==> config.mk <==
export PLATFORM = sky130hd
export DESIGN_NAME = bert_slide_sync
export DESIGN_NICKNAME = d
export VERILOG_FILES = /design/src/rtl/bert_slide_pkg.sv /design/src/rtl/prbs_table.sv /design/src/rtl/phase_gen.sv /design/src/rtl/corr_track.sv /design/src/rtl/err_window.sv /design/src/rtl/bert_slide_sync.sv
export SDC_FILE = /design/constraint.sdc
export NUM_CORES = 1
export LEC_CHECK = 0
export CORE_MARGIN = 5
export CORE_UTILIZATION = 55
export DETAILED_ROUTE_END_ITERATION = 8
export GPL_TIMING_DRIVEN = 0
export HOLD_SLACK_MARGIN = 0.1
export PLACE_DENSITY = 0.74
export SLEW_MARGIN = 20
export SYNTH_ARGS = -nofsm -noshare
export SYNTH_HDL_FRONTEND = slang
export SYNTH_SLANG_ARGS = --single-unit
==> constraint.sdc <==
create_clock -name clk -period 21.4 [get_ports clk]
set_input_delay 2.14 -clock clk [delete_from_list [all_inputs] [get_ports clk]]
set_output_delay 2.14 -clock clk [all_outputs]
set_load 0.02 [all_outputs]
==> src/rtl/bert_slide_pkg.sv <==
package bert_slide_pkg;

  // Number of chips in one period of a maximal sequence of width w.
  function automatic int unsigned seq_len(input int unsigned w);
    return (32'd1 << w) - 32'd1;
  endfunction

  // One shift of the Fibonacci register: output on the top bit, feedback into bit 0.
  function automatic logic [31:0] lfsr_next(input logic [31:0] s,
                                            input int unsigned w,
                                            input int unsigned tap);
    logic fb;
    fb = s[w-1] ^ s[tap];
    return ((s << 1) | {31'd0, fb}) & ((32'd1 << w) - 32'd1);
  endfunction

  // (a + b) mod p for a, b < p.
  function automatic logic [31:0] wrap_add(input logic [31:0] a,
                                           input logic [31:0] b,
                                           input int unsigned p);
    logic [32:0] s;
    s = {1'b0, a} + {1'b0, b};
    if (s >= {1'b0, p}) s = s - {1'b0, p};
    return s[31:0];
  endfunction

endpackage

==> src/rtl/prbs_table.sv <==
module prbs_table
  import bert_slide_pkg::*;
#(
  parameter int W   = 9,
  parameter int TAP = 4,
  parameter int P   = 511,
  parameter int AW  = 9
) (
  input  logic          clk,
  input  logic          rst_n,
  input  logic [AW-1:0] rd_addr,
  output logic          rd_bit,
  output logic          ready
);

  logic [W-1:0]  lfsr_q;
  logic [AW-1:0] fill_q;
  logic          ready_q;
  logic [P-1:0]  tab_q;

  always_ff @(posedge clk or negedge rst_n) begin
    if (!rst_n) begin
      lfsr_q  <= '1;
      fill_q  <= '0;
      ready_q <= 1'b0;
    end else if (!ready_q) begin
      lfsr_q <= W'(lfsr_next(32'(lfsr_q), W, TAP));
      if (fill_q == AW'(P - 1)) ready_q <= 1'b1;
      else fill_q <= fill_q + 1'b1;
    end
  end

  always_ff @(posedge clk) begin
    if (!ready_q) tab_q[fill_q] <= lfsr_q[W-1];
  end

  assign rd_bit = tab_q[rd_addr];
  assign ready  = ready_q;

  // the fill runs once per reset and never restarts
  assert_fill_once_R1: assert property (@(posedge clk) disable iff (!rst_n)
    ready_q |=> ready_q);

endmodule

==> src/rtl/phase_gen.sv <==
module phase_gen
  import bert_slide_pkg::*;
#(
  parameter int P  = 511,
  parameter int AW = 9
) (
  input  logic          clk,
  input  logic          rst_n,
  input  logic          run,
  input  logic          slide,
  output logic          bnd,
  output logic [AW-1:0] off,
  output logic [AW-1:0] rd_addr
);

  logic [AW-1:0] acc_q;
  logic [AW-1:0] off_q;

  assign bnd = run && (acc_q == AW'(P - 1));

  always_ff @(posedge clk or negedge rst_n) begin
    if (!rst_n) begin
      acc_q <= '0;
      off_q <= '0;
    end else if (run) begin
      acc_q <= bnd ? '0 : acc_q + 1'b1;
      if (bnd && slide) off_q <= (off_q == AW'(P - 1)) ? '0 : off_q + 1'b1;
    end
  end

  assign rd_addr = AW'(wrap_add(32'(acc_q), 32'(off_q), P));
  assign off     = off_q;

  // phase and offset stay inside one period
  assert_phase_in_range_R2: assert property (@(posedge clk) disable iff (!rst_n)
    (acc_q < AW'(P)) && (off_q < AW'(P)));

  // the offset only moves on a period boundary
  assert_slide_at_boundary_R4: assert property (@(posedge clk) disable iff (!rst_n)
    (off_q != $past(off_q)) |-> $past(bnd));

endmodule

==> src/rtl/corr_track.sv <==
module corr_track #(
  parameter int SW = 9
) (
  input  logic          clk,
  input  logic          rst_n,
  input  logic          run,
  input  logic          bnd,
  input  logic          rx_bit,
  input  logic          loc_bit,
  input  logic [SW-1:0] thr,
  output logic          sync,
  output logic          alarm,
  output logic          pass,
  output logic          slide
);

  logic [SW-1:0] sum_q;
  logic [SW-1:0] total;
  logic          agree;
  logic          sync_q;
  logic          alarm_q;

  assign agree = ~(rx_bit ^ loc_bit);
  assign total = sum_q + SW'(agree);
  assign pass  = total > thr;
  assign slide = bnd && !pass && !sync_q;

  always_ff @(posedge clk or negedge rst_n) begin
    if (!rst_n) begin
      sum_q   <= '0;
      sync_q  <= 1'b0;
      alarm_q <= 1'b0;
    end else begin
      alarm_q <= 1'b0;
      if (run) begin
        if (bnd) begin
          sum_q   <= '0;
          sync_q  <= pass;
          alarm_q <= sync_q && !pass;
        end else begin
          sum_q <= total;
        end
      end
    end
  end

  assign sync  = sync_q;
  assign alarm = alarm_q;

  // an alarm only marks the cycle right after sync fell
  assert_alarm_on_drop_R7: assert property (@(posedge clk) disable iff (!rst_n)
    alarm_q |-> (!sync_q && $past(sync_q)));

  // sync changes only after a period boundary
  assert_sync_at_boundary_R3: assert property (@(posedge clk) disable iff (!rst_n)
    (sync_q != $past(sync_q)) |-> $past(bnd));

endmodule

==> src/rtl/err_window.sv <==
module err_window #(
  parameter int P  = 511,
  parameter int EW = 10
) (
  input  logic          clk,
  input  logic          rst_n,
  input  logic          run,
  input  logic          bnd,
  input  logic          pass,
  input  logic          sync,
  input  logic          miss,
  output logic          done,
  output logic [EW-1:0] count
);

  logic          active_q;
  logic          half_q;
  logic [EW-1:0] err_q;
  logic [EW-1:0] err_nxt;
  logic          done_q;
  logic [EW-1:0] count_q;

  assign err_nxt = err_q + EW'(miss);

  always_ff @(posedge clk or negedge rst_n) begin
    if (!rst_n) begin
      active_q <= 1'b0;
      half_q   <= 1'b0;
      err_q    <= '0;
      done_q   <= 1'b0;
      count_q  <= '0;
    end else begin
      done_q <= 1'b0;
      if (run) begin
        if (bnd) begin
          if (pass && sync && active_q) begin
            if (half_q) begin
              done_q  <= 1'b1;
              count_q <= err_nxt;
              err_q   <= '0;
              half_q  <= 1'b0;
            end else begin
              err_q  <= err_nxt;
              half_q <= 1'b1;
            end
          end else if (pass) begin
            active_q <= 1'b1;
            half_q   <= 1'b0;
            err_q    <= '0;
          end else begin
            active_q <= 1'b0;
            half_q   <= 1'b0;
            err_q    <= '0;
          end
        end else if (active_q) begin
          err_q <= err_nxt;
        end
      end
    end
  end

  assign done  = done_q;
  assign count = count_q;

  // a window closes only while lock is held
  assert_done_while_locked_R8: assert property (@(posedge clk) disable iff (!rst_n)
    done_q |-> sync);

  // the running count never exceeds two periods of bits
  assert_no_overflow_R8: assert property (@(posedge clk) disable iff (!rst_n)
    err_q <= EW'(2 * P));

  // counting runs only while locked, so a dropped window cannot close
  assert_active_needs_lock_R9: assert property (@(posedge clk) disable iff (!rst_n)
    (active_q && !bnd && run) |-> sync);

endmodule

==> src/rtl/bert_slide_sync.sv <==
module bert_slide_sync
  import bert_slide_pkg::*;
#(
  parameter int LFSR_W   = 9,
  parameter int LFSR_TAP = 4,
  localparam int P  = (1 << LFSR_W) - 1,
  localparam int AW = LFSR_W,
  localparam int SW = $clog2(P + 1),
  localparam int EW = $clog2(2 * P + 1)
) (
  input  logic          clk,
  input  logic          rst_n,
  input  logic          rx_bit,
  input  logic [SW-1:0] thr,
  output logic          sync,
  output logic          alarm,
  output logic          err_done,
  output logic [EW-1:0] err_count
);

  logic          run;
  logic          bnd;
  logic          slide;
  logic          pass;
  logic          loc_bit;
  logic [AW-1:0] rd_addr;
  logic [AW-1:0] off;

  prbs_table #(.W(LFSR_W), .TAP(LFSR_TAP), .P(P), .AW(AW)) u_table (
    .clk     (clk),
    .rst_n   (rst_n),
    .rd_addr (rd_addr),
    .rd_bit  (loc_bit),
    .ready   (run)
  );

  phase_gen #(.P(P), .AW(AW)) u_phase (
    .clk     (clk),
    .rst_n   (rst_n),
    .run     (run),
    .slide   (slide),
    .bnd     (bnd),
    .off     (off),
    .rd_addr (rd_addr)
  );

  corr_track #(.SW(SW)) u_corr (
    .clk     (clk),
    .rst_n   (rst_n),
    .run     (run),
    .bnd     (bnd),
    .rx_bit  (rx_bit),
    .loc_bit (loc_bit),
    .thr     (thr),
    .sync    (sync),
    .alarm   (alarm),
    .pass    (pass),
    .slide   (slide)
  );

  err_window #(.P(P), .EW(EW)) u_err (
    .clk   (clk),
    .rst_n (rst_n),
    .run   (run),
    .bnd   (bnd),
    .pass  (pass),
    .sync  (sync),
    .miss  (rx_bit ^ loc_bit),
    .done  (err_done),
    .count (err_count)
  );

  // the offset is frozen while locked
  assert_offset_frozen_R5: assert property (@(posedge clk) disable iff (!rst_n)
    sync |=> $stable(off));

  // a drop and a window close never share a cycle
  assert_exclusive_pulses_R6: assert property (@(posedge clk) disable iff (!rst_n)
    $onehot0({err_done, alarm}));

  // no lock is claimed while the table is filling
  assert_no_sync_in_fill_R1: assert property (@(posedge clk) disable iff (!rst_n)
    !run |-> !sync);

endmodule

Word level (Yosys, flattened, before mapping)
Index checks and enable logic that the tools add are counted.
{ "word_totals": {"input_bits": 12, "wordCells": 77, "output_inout_bits": 13, "reg_bits": 582} }
{ "op_classes": {"order_cmp": 5, "bitwise_logic": 7, "n_addsub": 7, "mux": 24, "reduce_logical": 17, "eq_ne": 3} }
{ "op_table": {"columns": ["operator", "count"], "rows": [
  ["$bwmux 511", 1],
  ["$mux 10", 4],
  ["$mux 9", 4],
  ["$add 9x1->9 const B", 3],
  ["$eq 9x9->1 const B", 3],
  ["$lt 9x10->1 const B", 2],
  ["$mux 1", 13],
  ["$add 10x1->10", 1],
  ["$add 9x9->10", 1],
  ["$ge 10x9->1 const B", 1],
  ["$add 9x1->9", 1],
  ["$bmux 1 s9", 1],
  ["$demux 1 s9", 1],
  ["$ge 9x1->1 const B", 1],
  ["$gt 9x9->1", 1],
  ["$or 9x1->9", 1],
  ["$sub 9x9->9 const B", 1],
  ["$logic_and 1x1->1", 8],
  ["$reduce_and 2->1", 4],
  ["$not 1->1", 4],
  ["$reduce_and 4->1", 1],
  ["$reduce_and 3->1", 1],
  ["$logic_not 1->1", 2],
  ["$reduce_bool 2->1", 1],
  ["$xor 1x1->1", 2]
]} }

Logic depth before layout (Yosys ltp)
{ "depth": {"word_depth": 14, "depth_mapped": 39, "mapped_depth_nobuf": 34} }

By module
Synthesis repeated with hierarchy kept, for this count alone.
{ "unflattened": {"cells_unflattened": 1984, "hier_area_um2": 26666.8} }
{ "by_module_without_submodules": {"columns": ["mod", "seq_area_each_um2", "cells_per_inst", "instances", "area_each_um2"], "rows": [
  ["prbs_table", 15831.4, 1596, 1, 23038.3],
  ["phase_gen", 450.4, 176, 1, 1610.3],
  ["err_window", 575.6, 109, 1, 1137.3],
  ["corr_track", 275.3, 102, 1, 872.1],
  ["bert_slide_sync", 0.0, 1, 1, 8.8]
]} }

Worst setup path after synthesis
Ideal clock, no wire load.
{ "synth_timing": {"kind": "flip-flop to flip-flop", "from": "register u_phase.off_q[0] (netlist: u_phase.off[0])", "to": "register u_phase.off_q[5] (netlist: u_phase.off[5])", "stages_incl_launch_ff": 35, "t_required_ns": 21.290, "arrival_time_ns": 7.352, "setup_ns": 0.110, "slack_ns": 13.938, "synth_period_minus_slack_ns": 7.462, "n_path_buf": 2, "path_cell_list": "dfrtp_1 -> ha_1 -> fa_1 -> ha_1 -> inv_1 -> a211oi_1 -> nand4b_1 -> a2111oi_4 -> buf_4 -> a21oi_2 -> or2_1 -> buf_4 -> mux4_2 -> o211ai_1 -> o211ai_1 -> or4b_1 -> o311a_1 -> a311oi_2 -> nor4_2 -> xnor2_1 -> ha_1 -> xor2_1 -> ha_1 -> nor2b_1 -> o21a_1 -> o21a_1 -> o21a_1 -> o21a_1 -> o21a_1 -> o21a_1 -> o21ai_0 -> a21oi_1 -> or3_1 -> or2_2 -> o41ai_1"} }
{ "synth_between": {"elab_chain_len": 14, "elab_cells_between_ends": 18, "classes_between": "4 x add/sub; 2 x order compare; 1 x eq/ne; 4 x mux; 2 x bitwise; 5 x reduce/logical"} }
{ "synth_lines": {"columns": ["element", "line", "rtl"], "rows": [
  ["from (decl)", "phase_gen.sv:17", "logic [AW-1:0] off_q;"],
  ["from (signal assigned)", "phase_gen.sv:27", "if (bnd && slide) off_q <= (off_q == AW'(P - 1)) ? '0 : off_q + 1'b1;"],
  ["$add 9x9->10", "bert_slide_pkg.sv:22", "s = {1'b0, a} + {1'b0, b};"],
  ["$sub 9x9->9 / $ge 10x9->1 (equally long branches)", "bert_slide_pkg.sv:23", "if (s >= {1'b0, p}) s = s - {1'b0, p};"],
  ["$mux 9", "bert_slide_pkg.sv:23", null],
  ["$bmux 1 s9", "prbs_table.sv:37", "assign rd_bit = tab_q[rd_addr];"],
  ["$mux 1 (implied by the code)", "prbs_table.sv:37", null],
  ["$xor 1x1->1", "corr_track.sv:23", "assign agree = ~(rx_bit ^ loc_bit);"],
  ["$not 1->1", "corr_track.sv:23", null],
  ["$add 9x1->9", "corr_track.sv:24", "assign total = sum_q + SW'(agree);"],
  ["$gt 9x9->1", "corr_track.sv:25", "assign pass = total > thr;"],
  ["$logic_not 1->1", "corr_track.sv:26", "assign slide = bnd && !pass && !sync_q;"],
  ["$logic_and 1x1->1 (2 in series)", "corr_track.sv:26", null],
  ["$logic_and 1x1->1", "phase_gen.sv:27", null],
  ["$reduce_and 2->1 (no line)", null, null]
]} }
Several ways; a longest one is shown, not always the timed one. The select of a mux whose other input is x is not followed.
A chain may end at the register's enable or synchronous reset.

Worst setup path after layout
{ "layout_timing": {"from": "register u_phase.off_q[0] (netlist: u_phase.off[0])", "to": "register u_err.err_q[7]"} }
{ "layout_between": {"elab_chain_len": 13, "elab_cells_between_ends": 17, "classes_between": "4 x add/sub; 2 x order compare; 7 x mux; 2 x bitwise; 2 x reduce/logical"} }
{ "layout_lines": {"columns": ["element", "line", "rtl"], "rows": [
  ["$add 9x9->10 *", "bert_slide_pkg.sv:22", null],
  ["$sub 9x9->9 / $ge 10x9->1 (equally long branches)", "bert_slide_pkg.sv:23", null],
  ["$mux 9 *", "bert_slide_pkg.sv:23", null],
  ["$bmux 1 s9 *", "prbs_table.sv:37", null],
  ["$mux 1 (implied by the code) *", "prbs_table.sv:37", null],
  ["$xor 1x1->1 *", "corr_track.sv:23, bert_slide_sync.sv:68", null],
  ["$not 1->1", "corr_track.sv:23", null],
  ["$add 9x1->9", "corr_track.sv:24", null],
  ["$gt 9x9->1", "corr_track.sv:25", null],
  ["$logic_and 1x1->1 (2 in series)", "err_window.sv:36", "if (pass && sync && active_q) begin"],
  ["$mux 10", "err_window.sv:36", null],
  ["$mux 10 *", "err_window.sv:35", "if (bnd) begin"],
  ["to (signal assigned)", "err_window.sv:43", "err_q <= err_nxt;"],
  ["to (signal assigned)", "err_window.sv:56", "err_q <= err_nxt;"],
  ["to (decl)", "err_window.sv:18", "logic [EW-1:0] err_q;"]
]} }
Mark *: on every way between the ends. The rest lies on a longest branch, timed or not. The select of a mux whose other input is x is not followed.

==> results.yml <==
run_status:
  status: "complete, no violations"
sta:
  setup_violations: 0
  worst_pin_slew_ns: 1.32
  rsz0062_at_grt: "no"
  tns_ns: 0
  hold_viol_final: 0
  max_freq_ghz: 0.0938
  min_period_over_period: 0.498
  fin_ws_ns: 10.74
  min_period_ns: 10.66
  skew_ns: 0.0602
  drv_slew: 0
  relSlewSlack: 0.120
floorplanning:
  pin_count: 25
  die_width_um: 237
  rows: 83
  initial_core_util: 0.553
  die_y_um: 237
  dieArea_um2: 56000
  core_area_um2: 51100
grt:
  grt_pass1_vias: 21700
  grt_util_met3: 0.0908
  grt_max_degree: 104
  met1_usage: 0.410
  grt_pass1_wl_um: 136000
  grt_overflow: 0
  met2_usage: 0.511
  top_usage_layer: "met2"
  grt_usage: 0.326
  antenna_found_initial: 1
clock_network:
  clock_latency_ns: 0.68
  hold_buffers: 0
  clockRootBuffer: "clkbuf_16"
  cts_made_buffers: 59
  cts.sinks: 582
  postCtsSetupRepairBufs: 0
  clockBufferDepth: 3
  post_cts_resized: 0
  cts_tree: "yes"
  clkSlewWorstSetupHoldPaths_ns: 0.06
  h-tree-depth: 2
synthesis:
  synthFlopType: "edfxtp_1"
  synthAdderAreaFrac: 0.0144
  synthSimpleGateAreaFrac: 0.197
  synth_area_um2: 28300
  synth_edf_count: 511
  syn_inst: 2603
  synth_top_family_by_area: "simple AND/OR/NAND/NOR gates"
  synth_compound_area_frac: 0.0801
  synth_seq_cells: 582
  ys_types: 89
  syn_area_per_cell_um2: 10.9
  syn_nets: 2647
  synth_mux_area_frac: 0.0547
  synthXorXnorAreaFrac: 0.0124
  yosys_warnings: 0
  async_flop_share: 0.122
  seq_area_frac_synth: 0.606
hold_path:
  hold_class: "reg2reg"
drt:
  routed_via_density: 6.60
  postRouteWirelength_um: 94300
  num_vias: 22600
  avgRoutedWirePerCell_um: 27.5
  route.detailed.drc: 0
  drt_first_pass_iters: 6
  ant_nets: 0
  first_iter_violations: 3709
worst_setup_path:
  critPathMaxFanout: 10
  crit_arrival_ns: 11.17
  crit_family: "compound AO/OA/AOI/OAI gates"
  slowest_delay_ns: 0.92
  slowest_stage: "clkbuf_1"
  worstSetupPathType: "reg2reg"
  required_ns: 21.90
  setup.worst_path.start_class: "flop"
  critPathMostFrequentCell: "o21a_1"
  end_kind: "flop"
  crit_buf_inv: 4
cells_and_area:
  stdcell_area_um2: 31400
  fillCellCount: 4169
  areaGrowthSynthToFinish_pct: 11.3
  final_common_cell: "nor2_1"
  nets: 2739
  post-route-util: 0.615
  layout-drive-gt1-share: 0.0896
  layout_common_cells: "572 x nor2_1, 511 x edfxtp_1, 408 x nand2_1, 133 x nand3_1, 110 x clkbuf_1"
power_and_ir_drop:
  netSwitchingFraction: 0.218
  power_frac_clock: 0.444
  p_switching_w: 0.000503
  p_int_w: 0.00181
  peakVddDrop_mv: 0.0700
  p_leak_nw: 10.2
  p_total_w: 0.00231
  seqPwrFrac: 0.527
  p_per_area_nw_per_um2: 73.5
  combinationalPowerShare: 0.028
run:
  maxCapViolations: 0
place:
  post-place-ws_ns: 11.05
  dpl_cell_area_um2: 29500
  gp_congestion: 0.985
  portBuffers: 24
  hpwl_um: 61300
area by class of cell:
type	count	area [um2]	share of cell area
plain buffers	191	882	0.0281
repair buffers	31	399	0.0127
flip-flops and latches	582	17100	0.545
clock buffers	71	1520	0.0484
diodes	1	2.50	0.0000796
well taps	680	851	0.0271
clock inverters	40	368	0.0117
multi-input cells	1799	10200	0.323
inverters	31	116	0.00370
registers in the layout, summed over array words and instances, names as in the netlist:
signal,cells
u_phase.off,9
u_err.count,10
u_table.ready,1
u_err.done,1
u_table.tab_q,511
u_err.active_q,1
u_corr.sum_q,9
u_err.err_q,10
u_corr.sync,1
u_corr.alarm,1
u_table.lfsr_q,9
u_err.half_q,1
u_phase.acc_q,9
u_table.fill_q,9
logic make-up after synthesis:
kind of cell             count (synthesis)
multiplexers                           108
adder cells (fa/ha/maj)                 32
flip-flops                             582
AO/OA/AOI/OAI                          316
buffers and inverters                  222
XOR/XNOR                                40
AND/OR/NAND/NOR                       1303
final timing paths:
check | cells after the start | from | slack [ns] | to
setup / recovery | 33 | u_phase.off[0] | 10.74 | u_err.err_q[7]
hold / removal | 2 | u_err.count[0] | 0.48 | u_err.count[0]
setup reg to reg | 33 | u_phase.off[0] | 10.74 | u_err.err_q[7]
hold reg to reg | 2 | u_err.count[0] | 0.48 | u_err.count[0]
max in group asynchronous | 2 | rst_n | 19.38 | u_phase.off[0]
min in group asynchronous | 1 | rst_n | 1.43 | u_table.fill_q[8]
layer usage:
layer | vias up | wire length, um | share of wire
li1 | 9499 | - | -
met2 | 1693 | 42400 | 0.45
met1 | 11000 | 32400 | 0.34
met4 | 2 | 6670 | 0.071
met5 | - | 22 | 0.00023
met3 | 376 | 12700 | 0.14
worst min-delay path: cells and delay by family (launching register included):
kind / cells / cell delay [ns]
AO/OA/AOI/OAI: 1 / 0.06
flip-flops: 1 / 0.34
AND/OR/NAND/NOR: 1 / 0.04
power groups by stage:
stage / Clock [W] / Sequential [W] / Combinational [W]
2_1_floorplan: 0 / 0.00124 / 0.0000392
3_3_place_gp: 0 / 0.00124 / 0.0000613
3_5_place_dp: 0 / 0.00124 / 0.0000638
4_1_cts: 0.00102 / 0.00122 / 0.0000641
5_1_grt: 0.00107 / 0.00122 / 0.0000702
6_report: 0.00103 / 0.00122 / 0.0000654
stage by stage:
stage	hold slack [ns]	cells
after detailed placement	0.470	3314
after global placement	0.462	3307
final	0.479	3426
after CTS	0.483	3425
after global routing	0.512	3425
after floorplan	0.456	2603
synthesized netlist by cell type, types with 32 or more instances:
library cell  instances  share of area
a21oi_1              32         0.0057
buf_1                32         0.0043
nand4_1              45          0.010
nand3_1             133          0.024
dfrtp_1              62          0.055
nand2_1             408          0.054
nor2_1              573          0.076
edfxtp_1            511           0.54
mux2i_1              60          0.021
o21ai_0              74          0.013
clkbuf_1            100          0.013
buf_2                37         0.0066
mux4_2               36          0.029
Note: power is estimated with default switching activity, not from simulation.
